--- src/rtl/mpu_bank_pkg.sv ---
package mpu_bank_pkg;

    localparam int unsigned WORD_W     = 32;
    localparam int unsigned TYPE_SHIFT = 8;
    localparam int unsigned MAX_REGION = 255;

    typedef enum logic [1:0] {
        RSEL_BASE   = 2'd0,
        RSEL_SIZE   = 2'd1,
        RSEL_ACCESS = 2'd2,
        RSEL_NUMBER = 2'd3
    } rsel_e;

endpackage

--- src/rtl/mpu_region_index.sv ---
module mpu_region_index #(
    parameter int unsigned NR    = 16,
    parameter int unsigned IDX_W = 4,
    parameter int unsigned W     = 32
) (
    input  logic             clk,
    input  logic             rst_n,
    input  logic             num_we,
    input  logic             region_we,
    input  logic [W-1:0]     wdata,
    output logic [IDX_W-1:0] idx,
    output logic             inval
);
    typedef struct packed {
        logic [IDX_W-1:0] idx;
        logic             inval;
    } idx_st_t;

    idx_st_t st_d, st_q;
    logic    in_range;

    assign in_range = (NR > 0) && (wdata < W'(NR));

    always_comb begin
        st_d       = st_q;
        st_d.inval = region_we;
        if (num_we && in_range) begin
            st_d.idx = wdata[IDX_W-1:0];
        end
    end

    always_ff @(posedge clk or negedge rst_n) begin
        if (!rst_n) begin
            st_q <= '0;
        end else begin
            st_q <= st_d;
        end
    end

    assign idx   = st_q.idx;
    assign inval = st_q.inval;
endmodule

--- src/rtl/mpu_region_array.sv ---
module mpu_region_array #(
    parameter int unsigned NR    = 16,
    parameter int unsigned W     = 32,
    parameter int unsigned IDX_W = 4
) (
    input  logic              clk,
    input  logic              rst_n,
    input  logic              we,
    input  logic [IDX_W-1:0]  idx,
    input  logic [W-1:0]      wdata,
    output logic [NR*W-1:0]   words
);
    typedef struct packed {
        logic [NR-1:0][W-1:0] ent;
    } arr_st_t;

    arr_st_t st_d, st_q;

    always_comb begin
        st_d = st_q;
        if (we) begin
            st_d.ent[idx] = wdata;
        end
    end

    always_ff @(posedge clk or negedge rst_n) begin
        if (!rst_n) begin
            st_q <= '0;
        end else begin
            st_q <= st_d;
        end
    end

    for (genvar i = 0; i < NR; i++) begin : g_out
        assign words[i*W +: W] = st_q.ent[i];
    end
endmodule

--- src/rtl/mpu_read_mux.sv ---
module mpu_read_mux
    import mpu_bank_pkg::*;
#(
    parameter int unsigned NUM_REGIONS = 16,
    parameter int unsigned NR_EFF      = 16,
    parameter int unsigned W           = 32,
    parameter int unsigned IDX_W       = 4
) (
    input  logic [1:0]          sel,
    input  logic                type_sel,
    input  logic [IDX_W-1:0]    idx,
    input  logic [NR_EFF*W-1:0] base_words,
    input  logic [NR_EFF*W-1:0] size_words,
    input  logic [NR_EFF*W-1:0] acc_words,
    output logic [W-1:0]        rd_data
);
    localparam logic [W-1:0] TYPE_WORD = W'(NUM_REGIONS) << TYPE_SHIFT;

    logic [31:0] ofs;
    rsel_e       rsel;

    assign ofs  = 32'(idx) * 32'(W);
    assign rsel = rsel_e'(sel);

    always_comb begin
        rd_data = '0;
        if (type_sel) begin
            rd_data = TYPE_WORD;
        end else if (NUM_REGIONS > 0) begin
            unique case (rsel)
                RSEL_BASE:   rd_data = base_words[ofs +: W];
                RSEL_SIZE:   rd_data = size_words[ofs +: W];
                RSEL_ACCESS: rd_data = acc_words[ofs +: W];
                RSEL_NUMBER: rd_data = W'(idx);
                default:     rd_data = '0;
            endcase
        end
    end
endmodule

--- src/rtl/mpu_region_bank.sv ---
module mpu_region_bank
    import mpu_bank_pkg::*;
#(
    parameter int unsigned NUM_REGIONS = 16,
    localparam int unsigned W          = WORD_W,
    localparam int unsigned NR_EFF     = (NUM_REGIONS == 0) ? 1 : NUM_REGIONS,
    localparam int unsigned IDX_W      = (NR_EFF > 1) ? $clog2(NR_EFF) : 1,
    localparam int unsigned FLAT_W     = NR_EFF * W
) (
    input  logic              clk,
    input  logic              rst_n,
    input  logic              wr_en,
    input  logic [1:0]        reg_sel,
    input  logic              type_sel,
    input  logic [W-1:0]      wr_data,
    output logic [W-1:0]      rd_data,
    output logic [FLAT_W-1:0] base_words,
    output logic [FLAT_W-1:0] size_words,
    output logic [FLAT_W-1:0] acc_words,
    output logic              invalidate
);
    if (NUM_REGIONS > MAX_REGION) begin : g_bad_count
        $error("NUM_REGIONS above supported maximum");
    end

    logic             port_we;
    logic             num_we;
    logic             region_we;
    logic [IDX_W-1:0] cur_idx;
    logic [FLAT_W-1:0] arr_words [3];

    assign port_we   = wr_en && !type_sel;
    assign num_we    = port_we && (reg_sel == RSEL_NUMBER);
    assign region_we = port_we && (reg_sel != RSEL_NUMBER) && (NUM_REGIONS > 0);

    mpu_region_index #(
        .NR    (NUM_REGIONS),
        .IDX_W (IDX_W),
        .W     (W)
    ) u_index (
        .clk       (clk),
        .rst_n     (rst_n),
        .num_we    (num_we),
        .region_we (region_we),
        .wdata     (wr_data),
        .idx       (cur_idx),
        .inval     (invalidate)
    );

    for (genvar k = 0; k < 3; k++) begin : g_arr
        logic arr_we;
        assign arr_we = region_we && (reg_sel == 2'(k));
        mpu_region_array #(
            .NR    (NR_EFF),
            .W     (W),
            .IDX_W (IDX_W)
        ) u_arr (
            .clk   (clk),
            .rst_n (rst_n),
            .we    (arr_we),
            .idx   (cur_idx),
            .wdata (wr_data),
            .words (arr_words[k])
        );
    end

    assign base_words = arr_words[0];
    assign size_words = arr_words[1];
    assign acc_words  = arr_words[2];

    mpu_read_mux #(
        .NUM_REGIONS (NUM_REGIONS),
        .NR_EFF      (NR_EFF),
        .W           (W),
        .IDX_W       (IDX_W)
    ) u_rmux (
        .sel        (reg_sel),
        .type_sel   (type_sel),
        .idx        (cur_idx),
        .base_words (base_words),
        .size_words (size_words),
        .acc_words  (acc_words),
        .rd_data    (rd_data)
    );
endmodule

--- config.mk ---
export PLATFORM = sky130hd
export DESIGN_NAME = mpu_region_bank
export DESIGN_NICKNAME = d
export VERILOG_FILES = /design/src/rtl/mpu_bank_pkg.sv /design/src/rtl/mpu_region_index.sv /design/src/rtl/mpu_region_array.sv /design/src/rtl/mpu_read_mux.sv /design/src/rtl/mpu_region_bank.sv
export SDC_FILE = /design/constraint.sdc
export NUM_CORES = 2
export LEC_CHECK = 0
export CAP_MARGIN = 15
export CORE_AREA = 2 2 624 626
export DETAILED_ROUTE_END_ITERATION = 8
export DIE_AREA = 0 0 626 628
export DONT_BUFFER_PORTS = 1
export GPL_TIMING_DRIVEN = 0
export SETUP_SLACK_MARGIN = 0.15
export SLEW_MARGIN = 20
export SYNTH_ARGS = -nofsm -noshare
export SYNTH_HDL_FRONTEND = slang
export SYNTH_SLANG_ARGS = --single-unit
--- constraint.sdc ---
create_clock -name clk -period 2.1 [get_ports clk]
set_input_delay 0.105 -clock clk [delete_from_list [all_inputs] [get_ports clk]]
set_output_delay 0.105 -clock clk [all_outputs]
set_load 0.005 [all_outputs]
# --- After elaboration in Yosys (flattened, before gate mapping) ---
# Index checks and enable logic that the tools add are counted.
totals:
  reg_bits: 1541
  latchBits: 0
  ram_bits: 0
  output_inout_bits: 1569
  romBits: 0
  mem_count: 0
  input_bits: 38
classes:
  eq_ne: 4
  n_reduce_logical: 10
  mux: 7
  addsub: 0
  order_cmp: 3
  n_shift: 3
  div: 0
  bitwise_logic: 0
  mul: 0
op_table:
  columns: ["op", "n"]
  rows:
  - ["bitwise mux 512 bit", 3]
  - ["variable part select 512 x 10 -> 32 bit", 3]
  - ["demux 32 bit (select 4 bit)", 1]
  - ["case mux 32 bit (4 select lines)", 1]
  - ["two-way mux 32 bit", 2]
  - ["less-than comparator 32 x 5 -> 1 bit, second input constant", 1]
  - ["logical AND 1 bit", 8]
  - ["less-than comparator 4 x 5 -> 1 bit, second input constant", 1]
  - ["== test 2 bit, second input constant", 2]
  - ["greater-or-equal comparator 4 x 1 -> 1 bit, second input constant", 1]
  - ["== test 2 x 1 -> 1 bit, second input constant", 1]
  - ["zero test 2 bit", 1]
  - ["inequality test 2 bit, second input constant", 1]
  - ["zero test 1 bit", 1]

# --- Depth between registers and ports, before layout ---
depth:
  depth_word: 5
  depth_mapped: 12
  mapped_depth_nobuf: 8

# --- Modules after synthesis ---
# Synthesis repeated with hierarchy kept, for this count alone.
unflattened:
  hier_cells: 5192
  area_unflattened_um2: 70322.4
modules_own_cells:
  columns: ["mod", "n_inst", "seq_area_each_um2", "area_each_um2", "cells_each"]
  rows:
  - ["mpu_region_array", 3, 12812.3, 19079.5, 1133]
  - ["mpu_read_mux", 1, 0.0, 12784.8, 1766]
  - ["mpu_region_index", 1, 125.1, 242.7, 20]
  - ["mpu_region_bank", 1, 0.0, 56.3, 7]

# --- Least setup slack after synthesis ---
# No wires, ideal clock.
synth_timing:
  path_kind: "input -> output"
  from: "input port reg_sel[0]"
  to: "output port rd_data[17]"
  setup_slack_ps: 97
  path_buffers: 3
  path_stages: 9
  arrival_time_ps: 1898
  cell_sequence: "inv_1 ha_1 inv_1 buf_4 clkbuf_1 clkbuf_1 o21ai_0 o32a_1 nor4_1"
synth_between:
  elab_chain_cells: 3
  word_cells_on_any_way: 6
  classes_between: "3 x eq/ne; 2 x mux; 1 x reduce/logical"
synth_rtl:
  columns: ["element", "line_no", "source"]
  rows:
  - ["from (decl)", "mpu_region_bank.sv:13", "input logic [1:0] reg_sel,"]
  - ["== test 2 bit (tied with other cells)", "mpu_read_mux.sv:30", "unique case (rsel)"]
  - ["case mux 32 bit (4 select lines) *", "mpu_read_mux.sv:30", null]
  - ["two-way mux 32 bit *", "mpu_read_mux.sv:27", "if (type_sel) begin"]
  - ["to (decl)", "mpu_region_bank.sv:16", "output logic [W-1:0] rd_data,"]
# Mark *: on every way between the ends. The rest lies on a longest branch, timed or not.

# --- Final worst setup path ---
layout_timing:
  from: "register u_index.st_q, in the netlist u_index.idx[0]"
  to: "output port rd_data[7]"
layout_between:
  elab_chain_cells: 3
  word_cells_on_any_way: 5
  classes_between: "3 x shift; 2 x mux"
layout_rtl:
  columns: ["element", "line_no", "source"]
  rows:
  - ["from (decl)", "mpu_region_index.sv:19", "idx_st_t st_d, st_q;"]
  - ["from (signal assigned)", "mpu_region_index.sv:36", "st_q <= st_d;"]
  - ["variable part select 512 x 10 -> 32 bit, on equally long branches", "mpu_read_mux.sv:33, mpu_read_mux.sv:31, mpu_read_mux.sv:32", null]
  - ["case mux 32 bit (4 select lines) *", "mpu_read_mux.sv:30", null]
  - ["two-way mux 32 bit *", "mpu_read_mux.sv:27", null]
# Marks and branches as above.

==> results.md <==
- Avg WL per Cell: around 75 um
- Starting Density: between 15 and 20%
- Power per Cell Area: between 800 and 900 nW/um^2
- Hpwl dp: approximately 650000 um
- # IOs: around 1600
- Initial antenna violation count: between 150 and 200
- Synth Area per Inst: ~14 um^2
- Die Ht: approximately 630 um
- Max-Cap Viols: 0
- Critical path's slowest cell: a2111oi_4
- Critical path class: reg2out
- Max VDD drop: 628.0 uV
- Async set-reset flop share out of synthesis: between 90% and 100%
- Warnings, synthesis: 0
- Seq cells post-synth: around 1500
- Rows: ~230
- Non-Filler Instances: ~11000
- WHS: -0.7646 ns
- Global-route wire length before repair: ~980000 um
- Ys flop type: dfrtp_1
- Post-synthesis cell count: 5146
- Largest delay share family, worst path: buffers and inverters
- Worst path depth: 9
- Commonest non-fill, non-tap cell in the layout: dfrtp_1
- Final hold viol count: about 280
- Synth top area cells: dfrtp_1 (55%), mux2_2 (25%), a221oi_1 (4.0%), mux4_2 (2.4%), buf_2 (2.0%)
- CORE AREA: roughly 390000 um^2
- Global placer's final weighted congestion: 1.035
- Sequential share of the synthesized area: 54.96%
- Cell type with the largest total area after synthesis: dfrtp_1
- Worst Path Buf+Inv: 6
- Initial DRC Count: about 11000
- Slew at the pin closest to its max-slew limit: approximately 1.4 ns
- HP Class: in2async
- Drt pass-1 iters: 9
- Area share of the largest cell type after synthesis: approximately 55%
- Worst setup EP type: output port
- Area of the multi-input gates: a little over 30000 um^2
- Dpl ws: -3.551 ns
- Worst-Skew Late Latency: 0.97 ns
- Clk_skew: between 0.05 and 0.06 ns
- Reg clk slew, reported paths: about 0.060 ns
- Layout Nets: 5765
- Synthesized area: around 70000 um^2
- Area Overhead vs Synth: 33.46%
- H-tree depth: 4
- Final ANT Viol Nets: 0
- Crit path required time: about 2.0 ns
- Setup ws final: -1.925 ns
- CP Launch Type: register
- Min Clock Period, post-route: 4.025 ns
- Clock buffer count from CTS: approximately 190
- Seq. cell area: 38570 um^2
- # clock sinks: about 1500
- Commonest non-fill, non-tap cells in the layout: dfrtp_1 (1537), mux2_2 (1532), a221oi_1 (279)
- Crit-path cells: buf_12 > buf_16 > buf_16 > buf_12 > buf_16 > buf_8 > nand2_2 > o21ai_1 > a2111oi_4
- Total number of vias: 68720
- CTS tree: yes
- RSZ-0062 raised after global routing: true
- Cell variety after synth: just under 80
- Worst-case reg-to-reg path depth: 9
- Status: finished with violations
- Layout cells sized above 1: 51.49%
- Post-route DRC: 6
- GRT Residual Overflow: 0
- Critical path arrival: 3.92 ns
- Failing checks: design-rule violations, negative hold slack, negative setup slack
- Max stage delay on crit path: 0.80 ns
- DIE AREA: 393100 um^2
- CP max FO: 10
- I/O Buffers: 0
- Largest net degree at the start of global routing: between 150 and 200
- Fin Setup TNS: -1357.92 ns
- GR Util All Layers: about two fifths
- Final setup fails: ~1600
- Max Transition Viols Final: 0
- Vias in the first global route: ~60000
- Post-Syn Nets: between 5000 and 6000
- Clock Tree Buf Depth: 4
- Number of enable flip-flop cells after synthesis: 0
- Fmax: approximately 250 MHz
- Cells after DPL: between 10000 and 15000
- Die X: ~630 um
- Period Utilization, post-route: 191.7%
- Fill count: 40390
- Routed WL: ~840000 um
- Routed vias/inst: between 6 and 7
- Root Buffer: clkbuf_16
- Pleak: roughly 42 nW
- Slew headroom: between 7 and 8%
- Most frequent CP cell: buf_16
-- timing repair --
action | 4_1_cts | 5_1_grt
gates cloned | 5 | 3
setup buffers | 188 | 77
pin swaps | 85 | 74
hold endpoints to repair | 685 | 209
endpoints found under the setup margin | 1713 | 1575
resized for setup | 875 | 180
hold buffers | 35 | 3
-- final timing paths --
path / slack (ns) / to / from
setup / recovery: -1.92 / rd_data[7] / u_index.idx[0]$_DFFE_PN0P_
setup reg to reg: -1.45 / g_arr[0].u_arr.words[442]$_DFFE_PN0P_ / u_index.idx[1]$_DFFE_PN0P_
max in group asynchronous: 0.51 / g_arr[0].u_arr.words[462]$_DFFE_PN0P_ / rst_n
min in group clk: 0.02 / g_arr[2].u_arr.words[279]$_DFFE_PN0P_ / wr_data[23]
hold reg to reg: 0.56 / g_arr[0].u_arr.words[29]$_DFFE_PN0P_ / g_arr[0].u_arr.words[29]$_DFFE_PN0P_
hold / removal: -0.76 / g_arr[0].u_arr.words[33]$_DFFE_PN0P_ / rst_n
-- stage by stage --
stage	util [%]	cell area, um^2	total power [W]
floorplan	-	70190	0.03321
global placement	19.81	76690	0.03811
detailed placement	20.33	78690	0.03917
CTS	23.62	91420	0.07409
global route	24.12	93350	0.07547
finish	24.19	93630	0.07520
-- power breakdown --
part	switching (W)	internal, W	leakage (nW)
clock	0.0153	0.0200	3.10
sequential	0.00200	0.0302	21.3
combinational	0.00596	0.00171	17.8
total	0.0233	0.0519	42.2
-- registers in the layout, summed over array words and instances (netlist names) --
register and count:
g_arr.u_arr.words 1536, u_index.idx 4, u_index.inval 1
-- synthesized netlist by cell type, types with 6 or more instances --
master	instances
a2111oi_0	12
o311ai_0	12
a221o_1	59
buf_2	281
o2111ai_1	6
nand2b_1	8
a22o_1	8
mux2i_1	26
buf_1	22
and3_1	8
o221ai_1	15
clkbuf_1	213
o22ai_1	46
nor2b_1	9
a21oi_1	170
nor3_1	46
nor2_1	106
and2_1	6
nor4_1	29
a311oi_1	6
a221oi_1	319
a31oi_1	10
buf_4	54
a211oi_1	77
mux2_1	7
mux2_2	1543
nand4_1	8
buf_6	11
nand3_1	37
mux4_2	74
o31ai_1	6
or4_1	6
a22oi_1	141
dfrtp_1	1541
or3_1	7
o21ai_0	64
nand2_1	77
-- metal layers --
layer	track usage, %	share of wire, %	vias up
li1	-	-	21090
met4	38.86	12	40
met1	38.18	30	36570
met2	59.28	42	8074
met5	0.7328	0.12	-
met3	29.00	17	2951
-- logic make-up (layout without fill, tap and decap cells) --
logic type	count (synthesis)	count (layout)	share of synthesized area, %
mux	1650	1650	27.62
flops	1541	1541	54.96
compound gates	993	993	10.69
buf+inv	588	1311	4.077
simple gates	370	370	2.575
fa+ha+maj	4	4	0.07134
other cells	0	151	0
-- final cells by class --
| cell class | count | area share [%] |
|---|---|---|
| well taps | 5197 | 6.945 |
| inverters | 6 | 0.05211 |
| clock inverters | 76 | 1.020 |
| flip-flops and latches | 1541 | 41.19 |
| clock buffers | 258 | 5.766 |
| diodes | 151 | 0.4036 |
| multi-input cells | 3017 | 33.20 |
| plain buffers | 581 | 5.547 |
| repair buffers | 390 | 5.878 |
(Power assumes the default switching activity.)
